`src/rtl/kpd_pkg.sv`:
```
package kpd_pkg;
    localparam int KP_SCAN_LINES = 8;
    localparam int KP_RET_LINES  = 8;
    localparam int KP_SCAN_W     = $clog2(KP_SCAN_LINES);
    localparam int KP_RET_W      = $clog2(KP_RET_LINES);
    localparam int KP_POS_W      = KP_SCAN_W + KP_RET_W;
    localparam int KP_CODE_W     = KP_POS_W + 1;

    typedef struct packed {
        logic                 shift;
        logic [KP_SCAN_W-1:0] scan;
        logic [KP_RET_W-1:0]  ret;
    } key_code_t;

    typedef enum logic [1:0] {
        TALLY_NONE = 2'd0,
        TALLY_ONE  = 2'd1,
        TALLY_MANY = 2'd2
    } tally_t;

    function automatic tally_t tally_add(input tally_t t, input logic hit);
        case (t)
            TALLY_NONE: return hit ? TALLY_ONE : TALLY_NONE;
            TALLY_ONE:  return hit ? TALLY_MANY : TALLY_ONE;
            default:    return TALLY_MANY;
        endcase
    endfunction
endpackage

```
`src/rtl/kpd_step_ctr.sv`:
```
module kpd_step_ctr
    import kpd_pkg::*;
(
    input  logic                 clk,
    input  logic                 rst,
    input  logic                 tick,
    input  logic                 hold,
    output logic [KP_SCAN_W-1:0] scan_idx,
    output logic [KP_RET_W-1:0]  ret_idx,
    output logic                 sample,
    output logic                 last_step
);
    localparam logic [KP_SCAN_W-1:0] SCAN_LAST = KP_SCAN_W'(KP_SCAN_LINES - 1);
    localparam logic [KP_RET_W-1:0]  RET_LAST  = KP_RET_W'(KP_RET_LINES - 1);

    assign sample    = tick && !hold;
    assign last_step = sample && (scan_idx == SCAN_LAST) && (ret_idx == RET_LAST);

    always_ff @(posedge clk) begin
        if (rst) begin
            scan_idx <= '0;
            ret_idx  <= '0;
        end else if (sample) begin
            if (ret_idx == RET_LAST) begin
                ret_idx  <= '0;
                scan_idx <= (scan_idx == SCAN_LAST) ? '0 : scan_idx + 1'b1;
            end else begin
                ret_idx <= ret_idx + 1'b1;
            end
        end
    end

    // a hold freezes the position
    assert_hold_freeze_R10: assert property (@(posedge clk) disable iff (rst)
        hold |=> ($stable(scan_idx) && $stable(ret_idx)));

    // sense index steps by one inside a drive line
    assert_ret_step_R3: assert property (@(posedge clk) disable iff (rst)
        (sample && ret_idx != RET_LAST) |=>
            (ret_idx == $past(ret_idx) + 1'b1 && $stable(scan_idx)));

    // sense wrap moves the drive index on
    assert_scan_step_R3: assert property (@(posedge clk) disable iff (rst)
        (sample && ret_idx == RET_LAST) |=>
            (ret_idx == '0 && scan_idx != $past(scan_idx)));
endmodule

```
`src/rtl/kpd_line_drv.sv`:
```
module kpd_line_drv
    import kpd_pkg::*;
(
    input  logic [KP_SCAN_W-1:0]     scan_idx,
    output logic [KP_SCAN_LINES-1:0] scan_n
);
    for (genvar i = 0; i < KP_SCAN_LINES; i++) begin : g_line
        assign scan_n[i] = (scan_idx != KP_SCAN_W'(i));
    end
endmodule

```
`src/rtl/kpd_press_eval.sv`:
```
module kpd_press_eval
    import kpd_pkg::*;
(
    input  logic                 clk,
    input  logic                 rst,
    input  logic                 sample,
    input  logic                 last_step,
    input  logic                 sense_n,
    input  logic                 shift_n,
    input  logic [KP_SCAN_W-1:0] scan_idx,
    input  logic [KP_RET_W-1:0]  ret_idx,
    output key_code_t            code,
    output logic                 vld
);
    tally_t                tally_q, base_tally, cur_tally;
    logic [KP_POS_W-1:0]   pos_q, cur_pos, last_pos;
    logic                  last_ok, locked, first_step, hit;

    assign first_step = (scan_idx == '0) && (ret_idx == '0);
    assign hit        = !sense_n;
    assign base_tally = first_step ? TALLY_NONE : tally_q;
    assign cur_tally  = tally_add(base_tally, hit);
    assign cur_pos    = (hit && base_tally == TALLY_NONE) ? {scan_idx, ret_idx} : pos_q;

    always_ff @(posedge clk) begin
        if (rst) begin
            tally_q  <= TALLY_NONE;
            pos_q    <= '0;
            last_pos <= '0;
            last_ok  <= 1'b0;
            locked   <= 1'b0;
            vld      <= 1'b0;
            code     <= '0;
        end else begin
            vld <= 1'b0;
            if (sample) begin
                tally_q <= cur_tally;
                pos_q   <= cur_pos;
            end
            if (last_step) begin
                case (cur_tally)
                    TALLY_ONE: begin
                        if (last_ok && last_pos == cur_pos && !locked) begin
                            vld    <= 1'b1;
                            code   <= '{shift: !shift_n,
                                        scan: cur_pos[KP_POS_W-1:KP_RET_W],
                                        ret:  cur_pos[KP_RET_W-1:0]};
                            locked <= 1'b1;
                        end else if (last_pos != cur_pos) begin
                            locked <= 1'b0;
                        end
                        last_ok  <= 1'b1;
                        last_pos <= cur_pos;
                    end
                    TALLY_NONE: begin
                        last_ok <= 1'b0;
                        locked  <= 1'b0;
                    end
                    default: last_ok <= 1'b0;
                endcase
            end
        end
    end

    // strobe lasts one cycle
    assert_vld_pulse_R11: assert property (@(posedge clk) disable iff (rst)
        vld |=> !vld);

    // a report only follows the final step of a scan
    assert_vld_after_end_R5: assert property (@(posedge clk) disable iff (rst)
        vld |-> $past(last_step));

    // a crowded scan reports nothing
    assert_multi_silent_R9: assert property (@(posedge clk) disable iff (rst)
        (last_step && cur_tally == TALLY_MANY) |=> !vld);
endmodule

```
`src/rtl/kpd_scan_top.sv`:
```
module kpd_scan_top
    import kpd_pkg::*;
(
    input  logic                     clk,
    input  logic                     rst,
    input  logic                     tick,
    input  logic                     hold_busy,
    input  logic                     hold_mark,
    input  logic                     hold_test,
    input  logic                     ret_sense_n,
    input  logic                     shift_n,
    output logic [KP_SCAN_LINES-1:0] scan_n,
    output logic [KP_RET_W-1:0]      ret_sel,
    output logic [KP_CODE_W-1:0]     key_code,
    output logic                     key_vld
);
    logic [KP_SCAN_W-1:0] scan_idx;
    logic [KP_RET_W-1:0]  ret_idx;
    logic                 sample, last_step, hold;
    key_code_t            code;

    assign hold = hold_busy || hold_mark || hold_test;

    kpd_step_ctr u_seq (
        .clk(clk), .rst(rst), .tick(tick), .hold(hold),
        .scan_idx(scan_idx), .ret_idx(ret_idx),
        .sample(sample), .last_step(last_step)
    );

    kpd_line_drv u_drv (
        .scan_idx(scan_idx), .scan_n(scan_n)
    );

    kpd_press_eval u_eval (
        .clk(clk), .rst(rst), .sample(sample), .last_step(last_step),
        .sense_n(ret_sense_n), .shift_n(shift_n),
        .scan_idx(scan_idx), .ret_idx(ret_idx),
        .code(code), .vld(key_vld)
    );

    assign ret_sel  = ret_idx;
    assign key_code = code;

    // one drive line low, and it is the addressed one
    assert_line_low_R2: assert property (@(posedge clk) disable iff (rst)
        (scan_n[scan_idx] == 1'b0) && ($countones(~scan_n) == 1));
endmodule

```
`config.mk`:
```
export PLATFORM = sky130hd
export DESIGN_NAME = kpd_scan_top
export DESIGN_NICKNAME = d
export VERILOG_FILES = /design/src/rtl/kpd_pkg.sv /design/src/rtl/kpd_step_ctr.sv /design/src/rtl/kpd_line_drv.sv /design/src/rtl/kpd_press_eval.sv /design/src/rtl/kpd_scan_top.sv
export SDC_FILE = /design/constraint.sdc
export NUM_CORES = 1
export LEC_CHECK = 0
export BUFFER_PORTS_ARGS = -buffer_cell sky130_fd_sc_hd__buf_2
export CORE_MARGIN = 5
export CORE_UTILIZATION = 39
export CTS_CLUSTER_DIAMETER = 60
export DETAILED_ROUTE_END_ITERATION = 10
export GPL_ROUTABILITY_DRIVEN = 1
export SLEW_MARGIN = 20
export SYNTH_ARGS = -nofsm -noshare
export SYNTH_HDL_FRONTEND = slang
export SYNTH_SLANG_ARGS = --single-unit
export TNS_END_PERCENT = 10
```
`constraint.sdc`:
```
create_clock -name clk -period 2.5 [get_ports clk]
set_clock_uncertainty 0.2 [all_clocks]
set_input_delay 0.625 -clock clk [delete_from_list [all_inputs] [get_ports clk]]
set_output_delay 0.625 -clock clk [all_outputs]
set_load 0.005 [all_outputs]
```
==> metrics.txt <==
status=completed; Die ar.=0.006134 sq mm; Critical Path AT=2.32 ns; Ys Warns=0; Layout area overhead=25.43%; Routed WL=4430 um; ANT cells=0; library cells used by synthesis=53; Max IR drop VDD=0.2822 mV; CTS sink cnt=30; final setup violation count=0; Post-Synthesis Cells=215; Finished Core Util=0.5138; area leader, netlist=dfxtp_1; Detail Route Antenna Nets=0; critical path peak fanout=5; Crit path buffers/inverters=2; initial antenna violation count=0; min Tclk post-route=2.361 ns; CTS tree=built; Max Slew Vio Count=0; Most used DFF post-synth=dfxtp_1; Post-synth ARST share=0; dpl hpwl=3419 um; CTS root buffer=clkbuf_8; post-cts resize count=0; number of max-cap violations=0; Worst-path clk slew=0.07 ns; achievable frequency=423.5 MHz; Total GRT Usage=0.1492; crit share post-route=0.9445; initial core utilization=0.4096; Post-Syn Area=0.001820 sq mm; worst-margin pin slew=0.4571 ns; clk_lat worst skew=0.28 ns; CP Capture Type=flop; number of instances in the placed design=307; PwrDens=458.8 mW/mm^2; Nets=279; EDFF count, synth=0; Hold Violations, Final=0; Max transition margin=0.6953; First-pass DRT Iterations=4; sequential-to-total area share from yosys stat=0.3299; vias per inst=5.317; commonest cells in the synthesized netlist=30 x dfxtp_1, 22 x a21oi_1, 21 x nand2_1; grt ovf=0; # hold bufs at CTS=0; initial DRC count=112; # port buffers=26; CP top delay family=compound AO/OA/AOI/OAI gates; # rows=24; post-route setup slack=0.1387 ns; largest cells by area after synthesis=dfxtp_1 33%, ha_1 6.2%, a21oi_1 6.0%, a211oi_2 4.8%, nand2_1 4.3%; Finished Layout Cells=315; startpoint types=flop; post-CTS setup buffers=0; CP max stage cell=a2111oi_4; WS Path Type=reg -> reg; count leader, synth=dfxtp_1; DRC=0; Die W=78.32 um; P_leak=0.9151 nW; Longest Clk Path Bufs=2; largest stage delay on the critical path=0.39 ns; Die Ht=78.32 um; H-tree depth=2; Hold WS=0.2632 ns; cts bufs inserted=5; post-synth net total=232; Hold Crit Class=reg -> reg; WL per Instance=14.06 um; Crit path required time=2.46 ns; vias in the first global route=1597; largest net degree at the start of global routing=21; crit path cell chain=inv_1 -> ha_1 -> and4bb_2 -> o21ai_0 -> a21oi_2 -> a2111oi_4 -> and4b_1 -> buf_4 -> a211oi_2; first-pass GRT wire length=7445 um; num ports=27; Syn Area/Cell=8.467 sq um; fraction of layout cells with a size suffix above 1=0.3422; core area=0.004444 sq mm; routability cong.=0.8683; top-area cell type share of the netlist area=0.3299; Yosys reg bits=30; Vias=1675; post-place setup slack=-0.06027 ns
worst register-to-register path: stages (launching register included):
cell	delay (ns)
dfxtp_4	0.34
inv_1	0.04
ha_1	0.24
and4bb_2	0.29
o21ai_0	0.12
a21oi_2	0.11
a2111oi_4	0.39
and4b_1	0.27
buf_4	0.15
a211oi_2	0.07
metal layers:
metal,vias to the layer above,global-route usage,wire length (um)
met5,-,0,0
met4,0,0.05245,59
met3,7,0.04119,202
met2,35,0.2329,1959
met1,772,0.1982,2209
li1,861,-,-
per-stage QoR:
stage          area, sq um  setup TNS, ns  total power [W]
2_1_floorplan         1829              0        0.0005373
3_3_place_gp          2155              0        0.0005684
3_5_place_dp          2155        -0.1197        0.0005692
4_1_cts               2263              0         0.001051
5_1_grt               2283     -0.0004305         0.001078
6_report              2283              0         0.001048
sequential cells by signal (all words and copies together), names as in the netlist:
signal	cells
u_seq.scan_idx	3
u_eval.last_pos	6
u_eval.tally_q	2
u_seq.ret_idx	3
u_eval.code	7
u_eval.pos_q	6
u_eval.last_ok	1
u_eval.locked	1
u_eval.vld	1
cell usage in the layout (no fill, tap or decap), types with 2 or more instances in the layout:
| master | n |
|---|---|
| nand2_1 | 21 |
| dfxtp_2 | 2 |
| nor2b_1 | 3 |
| a22oi_1 | 4 |
| o41ai_2 | 2 |
| a211oi_2 | 7 |
| nor2_1 | 18 |
| inv_1 | 14 |
| and2_1 | 3 |
| buf_4 | 26 |
| o21ai_0 | 4 |
| clkbuf_8 | 5 |
| and3_1 | 3 |
| clkinv_2 | 2 |
| buf_2 | 26 |
| xnor2_1 | 3 |
| or2_2 | 4 |
| ha_1 | 9 |
| nor3_1 | 3 |
| a31oi_1 | 7 |
| nand3_1 | 6 |
| mux2_2 | 2 |
| dfxtp_1 | 27 |
| xor2_1 | 3 |
| o22ai_1 | 3 |
| a211oi_1 | 5 |
| a21oi_1 | 21 |
kinds of logic (layout without fill, tap and decap cells):
family / after synthesis / count (layout) / share of synthesized area
buf+inv: 26 / 74 / 0.06323
simple gates: 78 / 78 / 0.2330
mux: 3 / 3 / 0.01787
xor+xnor: 6 / 6 / 0.02887
flops: 30 / 30 / 0.3299
compound gates: 63 / 63 / 0.2653
fa+ha+maj: 9 / 9 / 0.06186
where the power goes:
group           total, W  switching (W)  internal, W
Combinational  0.0000792      0.0000462    0.0000330
Clock           0.000487       0.000194     0.000293
Sequential      0.000482     0.00000230     0.000479
Total            0.00105       0.000242     0.000805
final cells by class:
| class | count | area (sq um) |
|---|---|---|
| fill | 431 | 2161 |
| multi-input combinational | 159 | 1125 |
| sequential | 30 | 606.8 |
| timing repair buffer | 52 | 325.3 |
| clock buffer | 5 | 68.82 |
| tap | 52 | 65.06 |
| inverter | 14 | 52.55 |
| clock inverter | 3 | 40.04 |
path summary, 6_finish.rpt:
path / slack (ns) / start / cells after the start / end
min reg2reg: 0.26 / u_eval.last_ok / 2 / u_eval.last_ok
max: 0.14 / u_seq.scan_idx[0] / 9 / u_eval.code[6]
max reg2reg: 0.14 / u_seq.scan_idx[0] / 9 / u_eval.code[6]
min: 0.26 / u_eval.last_ok / 2 / u_eval.last_ok
(Power assumes the default switching activity.)
